==> config.mk <==
export PLATFORM = sky130hd
export DESIGN_NAME = bbc_track
export DESIGN_NICKNAME = d
export VERILOG_FILES = /design/src/rtl/bbc_track.sv
export SDC_FILE = /design/constraint.sdc
export NUM_CORES = 1
export LEC_CHECK = 0
export ABC_CLOCK_PERIOD_IN_PS = 1950
export BUFFER_PORTS_ARGS = -buffer_cell sky130_fd_sc_hd__buf_2
export CORE_MARGIN = 4
export CORE_UTILIZATION = 44
export DETAILED_ROUTE_END_ITERATION = 8
export PLACE_DENSITY_LB_ADDON = 0.12
export SKIP_CTS_REPAIR_TIMING = 1
export SLEW_MARGIN = 5
export SYNTH_ARGS = -nofsm -noshare
export SYNTH_HDL_FRONTEND = slang
export SYNTH_SLANG_ARGS = --single-unit
==> constraint.sdc <==
create_clock -name clk -period 1.95 [get_ports clk]
set_input_delay 0.0975 -clock clk [delete_from_list [all_inputs] [get_ports clk]]
set_output_delay 0.0975 -clock clk [all_outputs]
set_load 0.01 [all_outputs]
==> src/rtl/bbc_track.sv <==
// Module: transfer tracker. It registers each accepted retire as a function
// offset (stage A), resolves the stage-A entry against the table one cycle
// later, keeps the current block, and latches the first violation.
// Assumes: func_base is stable while a function runs; ADDR_W > OFF_W.
module bbc_track #(
    parameter int ADDR_W = 16,
    parameter int OFF_W  = 8,
    parameter int IDX_W  = 3
) (
    input  logic              clk,
    input  logic              rst_n,
    input  logic              accept,
    input  logic [ADDR_W-1:0] ret_pc,
    input  logic              ret_ctrl,
    input  logic [ADDR_W-1:0] func_base,
    input  logic              hit,
    input  logic [IDX_W-1:0]  hit_row,
    input  logic [IDX_W-1:0]  cur_s0,
    input  logic [IDX_W-1:0]  cur_s1,
    output logic              lk_en,
    output logic [OFF_W-1:0]  lk_off,
    output logic [IDX_W-1:0]  cur_row,
    output logic              busy_tgt,
    output logic              eval_vld,
    output logic              invalid,
    output logic [IDX_W-1:0]  fault_row
);
    logic [ADDR_W-1:0] diff;
    logic              in_range;
    logic              prev_ctrl_q;
    logic              a_vld_q, a_tgt_q, a_inr_q;
    logic [OFF_W-1:0]  a_off_q;
    logic              have_cur_q;
    logic [IDX_W-1:0]  cur_q;
    logic              inv_q;
    logic [IDX_W-1:0]  fault_q;
    logic              bad;

    // Offset of the offered PC inside the active function.
    assign diff     = ret_pc - func_base;
    assign in_range = (diff[ADDR_W-1:OFF_W] == '0);

    // Stage A: capture each accepted retire and whether it follows a branch or jump.
    always_ff @(posedge clk) begin
        if (!rst_n) begin
            a_vld_q     <= 1'b0;
            a_tgt_q     <= 1'b0;
            a_inr_q     <= 1'b0;
            a_off_q     <= '0;
            prev_ctrl_q <= 1'b0;
        end else begin
            a_vld_q <= accept;
            if (accept) begin
                a_tgt_q     <= prev_ctrl_q;
                a_inr_q     <= in_range;
                a_off_q     <= diff[OFF_W-1:0];
                prev_ctrl_q <= ret_ctrl;
            end
        end
    end

    assign lk_en  = a_vld_q && a_inr_q;
    assign lk_off = a_off_q;

    // Verdict: an illegal successor, or a transfer target that is not a block start.
    assign bad = a_vld_q && (hit ? (have_cur_q && (hit_row != cur_s0) && (hit_row != cur_s1))
                                 : a_tgt_q);

    // Current-block tracking and the sticky capture of the first violation.
    always_ff @(posedge clk) begin
        if (!rst_n) begin
            have_cur_q <= 1'b0;
            cur_q      <= '0;
            inv_q      <= 1'b0;
            fault_q    <= '0;
        end else begin
            if (bad && !inv_q) begin
                inv_q   <= 1'b1;
                fault_q <= cur_q;
            end
            if (a_vld_q && hit) begin
                cur_q      <= hit_row;
                have_cur_q <= 1'b1;
            end
        end
    end

    assign cur_row   = cur_q;
    assign busy_tgt  = a_vld_q && a_tgt_q;
    assign eval_vld  = a_vld_q;
    assign invalid   = inv_q;
    assign fault_row = fault_q;
endmodule

==> results of run 1 <==
==> stage by stage <==
step           setup slack [ns]  setup TNS (ns)
2_1_floorplan           0.00462               0
3_3_place_gp             -0.178          -0.219
3_5_place_dp             -0.240          -0.302
4_1_cts                  0.0386               0
5_1_grt                 -0.0340         -0.0340
6_report                  0.142               0
==> cells in the mapped netlist, types with 2 or more instances <==
library cell	instances	area (um^2)
nor3_1	9	45.0
nor2b_1	14	87.6
clkbuf_1	4	15.0
a21o_1	6	45.0
a21boi_0	3	22.5
nand2_1	10	37.5
inv_1	21	78.8
nand2b_1	2	12.5
o211a_1	2	20.0
o21a_1	2	15.0
nand3_1	7	35.0
o211ai_1	3	22.5
and3_1	2	12.5
mux2i_1	9	90.1
a31oi_1	3	18.8
and2_1	6	37.5
xor2_1	8	70.1
nor2_1	11	41.3
a21oi_1	11	55.1
o21ai_0	4	20.0
ha_1	15	188
xnor2_1	9	78.8
o21ai_1	2	10.0
dfxtp_1	20	400
==> per-layer routing <==
metal | routed length (um) | vias to the layer above
met5 | 0 | -
met4 | 13 | 0
met3 | 251 | 2
met2 | 1580 | 50
met1 | 1720 | 689
li1 | - | 865
==> layout by cell type, fill, tap and decap left out, drive strengths merged, types with 2 or more instances in the layout <==
cell type / instances
a31oi: 3
nor3: 10
and2: 6
xor2: 8
nor2: 11
a21oi: 11
buf: 84
a21boi: 3
clkbuf: 3
o21a: 3
nand3: 7
a21o: 6
ha: 15
a221oi: 2
nand2: 10
nand2b: 2
nor2b: 15
dfxtp: 20
o21ai: 6
and3: 2
xnor2: 9
o211ai: 3
mux2i: 9
inv: 21
o211a: 2
==> flip-flops by register name, indices dropped and copies added, names as in the netlist <==
register,count
lk_off,8
cur_row,3
fault_row,3
a_inr_q,1
a_tgt_q,1
eval_vld,1
have_cur_q,1
invalid,1
prev_ctrl_q,1
==> critical path, stage by stage <==
cell and delay (ns):
buf_6 0.07, inv_4 0.03, ha_4 0.15, fa_2 0.36
nand2b_4 0.16, a21oi_4 0.18, o21ai_4 0.09, o211ai_1 0.27
buf_4 0.17, nand3_2 0.07, mux2i_1 0.15, nand4_1 0.10
o21ai_1 0.11
==> power by group through the flow <==
stage,clock [mW],sequential [mW],combinational (mW)
2_1_floorplan,0,0.462,0.285
3_3_place_gp,0,0.455,0.452
3_5_place_dp,0,0.456,0.454
4_1_cts,0.414,0.446,0.456
5_1_grt,0.432,0.449,0.542
6_report,0.403,0.446,0.482
==> area by class of cell <==
type	instances	area, um^2	share of cell area (%)
inverter	21	81.3	3.53
clock buffer	3	41.3	1.79
multi-input combinational	155	1210	52.5
clock inverter	1	30.0	1.30
sequential	20	400	17.4
tap	46	57.6	2.50
timing repair buffer	84	485	21.1
==> cells by family after synthesis <==
kind of cell / count (synthesis) / share of synthesized area, %
AO/OA/AOI/OAI: 47 / 20.9
flip-flops: 20 / 24.4
adder cells (fa/ha/maj): 16 / 12.6
multiplexers: 9 / 5.48
XOR/XNOR: 17 / 9.06
AND/OR/NAND/NOR: 66 / 21.6
buffers and inverters: 26 / 6.02
==> final timing paths <==
| kind | endpoint | start | cells past startpoint | slack, ns |
|---|---|---|---|---|
| min reg2reg | lk_off[1] | lk_off[1] | 1 | 0.48 |
| min | prev_ctrl_q | ret_ctrl | 3 | 0.11 |
| max reg2reg | fault_row[0] | eval_vld | 5 | 0.69 |
| max | a_inr_q | ret_pc[0] | 13 | 0.14 |
==> reports/results.ini, run 1 <==
[floorplan]
initial_core_util_pct = 47.4
row_count = 21
die_area_um2 = 4780
dieWidth_um = 69.1
die_h_um = 69.1
core-area_um2 = 3470
io_pins = 64

[power_and_ir_drop]
pwr-share-clk_pct = 30.3
p_int_uw = 958
p_per_area_nw_per_um2 = 578
power_frac_comb_pct = 36.2
ir_drop_uv = 451
leakagePower_nw = 1.18
swShare_pct = 28.1
p_sw_uw = 374
power_frac_seq_pct = 33.5
power_mw = 1.33

[grt]
grt-busiest-layer = met2
grt_first_pass_wirelength_um = 6030
grt_pass1_vias = 1453
grtUsageMet3_pct = 2.76
grt_max_degree = 21
grt_use_met1_pct = 19.1
grt_util_all_layers_pct = 14.4
antenna_found_initial = 0
overflow = 0
gr-usage-met2_pct = 23.9

[worst_hold_path]
min_path_type = in2reg

[sta]
worst_pin_slew_ns = 0.379
grt_setup_unrepaired = yes
fin_crit_sh_pct = 92.7
slew_headroom_pct = 74.8
setup_viol = 0
fin_crit_ns = 1.81
fmax_mhz = 553
drv_slew = 0
holdWs_ns = 0.113
finalHoldViolCount = 0
clock_skew_ns = 0.00307

[clocking]
clk_pin_slew_ns = 0.07
cts_sinks = 20
insertion_delay_ns = 0.25
cts_tree = yes
root_buffer = clkbuf_8
cts_inserted_buffers = 3
cts_buffer_depth = 2
htreeDepth = 1

[run]
drv_cap = 0

[finish]
fin_cells = 330
fin_util_pct = 66.5
area_delta_synth_final_pct = 40.4
final_area_um2 = 2310
drive_gt1_share_pct = 36.6
diodes = 0
fillCellCount = 335
nets = 347

[drt]
drt-initial-drc-count = 51
ant_nets = 0
drc = 0
drt_first_pass_iters = 4
detail_route.vias_per_cell = 4.87
routed_wl_um = 3570
vias = 1606
wl_per_cell_um = 10.8

[setup_path]
crit_type = in2reg
worstPathRequired_ns = 2.14
critPathLaunchType = input port
crit_path_end_kind = register
arrival_ns = 2.00
worstPathMaxFanout = 4

[place]
dp_hpwl_um = 2960
place_area_um2 = 2150
place_inst = 324
place_congestion = 0.739
io_buffers = 63

[synth]
ys.flop_type = dfxtp_1
syn_area_per_cell_um2 = 8.17
syn-num-nets = 263
ys_seq_area_share_pct = 24.4
ys_seq_elements = 20
synth_edf_count = 0
synth_warnings = 0
synthArstFlopShare_pct = 0
synth.distinct_cells = 42
syn-cell-area_um2 = 1640
netlist_instances = 201

[status]
outcome = completed

No activity file was read; power rests on OpenSTA's default activity.
==> inputs of run 2 (changes only) <==
Settings changed: CORE_UTILIZATION 44 to 40.
==> reports/results.ini, run 2 (synthesized netlist as in run 1, its figures left out) <==
[sta]
clock_skew_ns = 0.00535
fin_crit_sh_pct = 93.7
slew_headroom_pct = 75.6
finalSetupTns_ns = 0
drv_slew = 0
fin_crit_ns = 1.83
worst_pin_slew_ns = 0.362
finalHoldViolCount = 0
setup_viol = 0
fmax_mhz = 547

[power_and_ir_drop]
power_mw = 1.19
ir_drop_uv = 302
p_per_area_nw_per_um2 = 527
leakagePower_nw = 1.16

[worst_hold_path]
min_path_type = in2reg
hold_depth = 3

[finish]
diodes = 0
layout_commonest_cell = buf_2
layout_common_cells = 63 x buf_2, 20 x inv_1, 20 x dfxtp_1, 20 x buf_4
area_delta_synth_final_pct = 37.5
nets = 346
fillCellCount = 395
largest_reg_flops = 8
drive_gt1_share_pct = 35.5

[grt]
grt_first_pass_wirelength_um = 6210
overflow = 0
grt_util_all_layers_pct = 14.2
antenna_found_initial = 0
grt_pass1_vias = 1522
grt_max_degree = 20

[clocking]
htreeDepth = 1
root_buffer = clkbuf_8
cts_inserted_buffers = 3
cts_buffer_depth = 2
clk_pin_slew_ns = 0.08
cts_tree = yes
insertion_delay_ns = 0.25
cts_sinks = 20

[drt]
wl_per_cell_um = 11.3
drt_first_pass_iters = 4
routed_wl_um = 3750
drt-initial-drc-count = 55
vias = 1631
detail_route.vias_per_cell = 4.91
ant_nets = 0
drc = 0

[setup_path]
arrival_ns = 2.01
cp_slowest_cell = fa_2
worstPathRequired_ns = 2.14
crit_path_end_kind = register
critPathBufInv = 2
crit_chain = buf_2 > inv_2 > ha_4 > fa_2 > nand2b_4 > a21oi_4 > o21ai_2 > o211ai_1 > xor2_1 > a2111oi_2 > nand3_1 > o21ai_1
ff2ff_path_depth = 5
crit_family = compound AO/OA/AOI/OAI gates
worstPathMaxFanout = 4
crit_cells = 12
crit_type = in2reg
crit_path_max_incr_delay_ns = 0.34
critPathLaunchType = input port

[floorplan]
row_count = 23
core-area_um2 = 4000
io_pins = 64
die_h_um = 72.1
die_area_um2 = 5200
dieWidth_um = 72.1
initial_core_util_pct = 41.1

[status]
outcome = completed

[place]
dp_hpwl_um = 3060
io_buffers = 63
place_congestion = 0.716

[run]
drv_cap = 0

## run 2: changes by cell type in the layout (fill, tap and decap cells not counted), sizes merged
cell	delta
buf	-1
bufinv	-1
## run 2: worst paths after layout
check | from | endpoint | slack [ns]
worst max register to register | eval_vld | fault_row[0] | 0.69
worst min register to register | cur_row[1] | cur_row[1] | 0.48
worst max-delay path | ret_pc[0] | a_inr_q | 0.12
worst min-delay path | ret_ctrl | prev_ctrl_q | 0.10
## run 2: report_power, final
group | internal, mW | switching, mW
combinational | 0.245 | 0.233
clock | 0.137 | 0.132
sequential | 0.431 | 0.0139
total | 0.813 | 0.379
## run 2: through the flow
step                      instances  util (%)  hold slack [ns]  worst slack, ns  instance area [um^2]
after floorplan                 201         -            0.231          0.00462                  1660
after global placement          329      54.2            0.360           -0.161                  2170
after detailed placement        329      54.2            0.353           -0.249                  2170
after CTS                       332      55.2           0.0961          0.00208                  2210
after global routing            332      56.5            0.107          -0.0165                  2260
final                           332      56.5            0.101            0.123                  2260
## run 2: layout make-up
cell class	count	area, um^2	share of cell area [%]
well taps	50	62.6	2.77
inverters	21	78.8	3.49
repair buffers	83	465	20.6
flip-flops and latches	20	400	17.7
clock buffers	3	41.3	1.83
multi-input cells	155	1210	53.6
## run 2: tightest hold or removal path, stage by stage
cell and delay [ns]:
buf_2 0.07, mux2i_1 0.05, nor2b_1 0.09
## run 2: routing by layer
layer / vias to the layer above / track usage, % / routed length [um]
met4: 0 / 2.51 / 26
li1: 864 / - / -
met3: 2 / 2.63 / 235
met1: 721 / 18.9 / 1810
met2: 44 / 24.3 / 1680
met5: - / 0 / 0
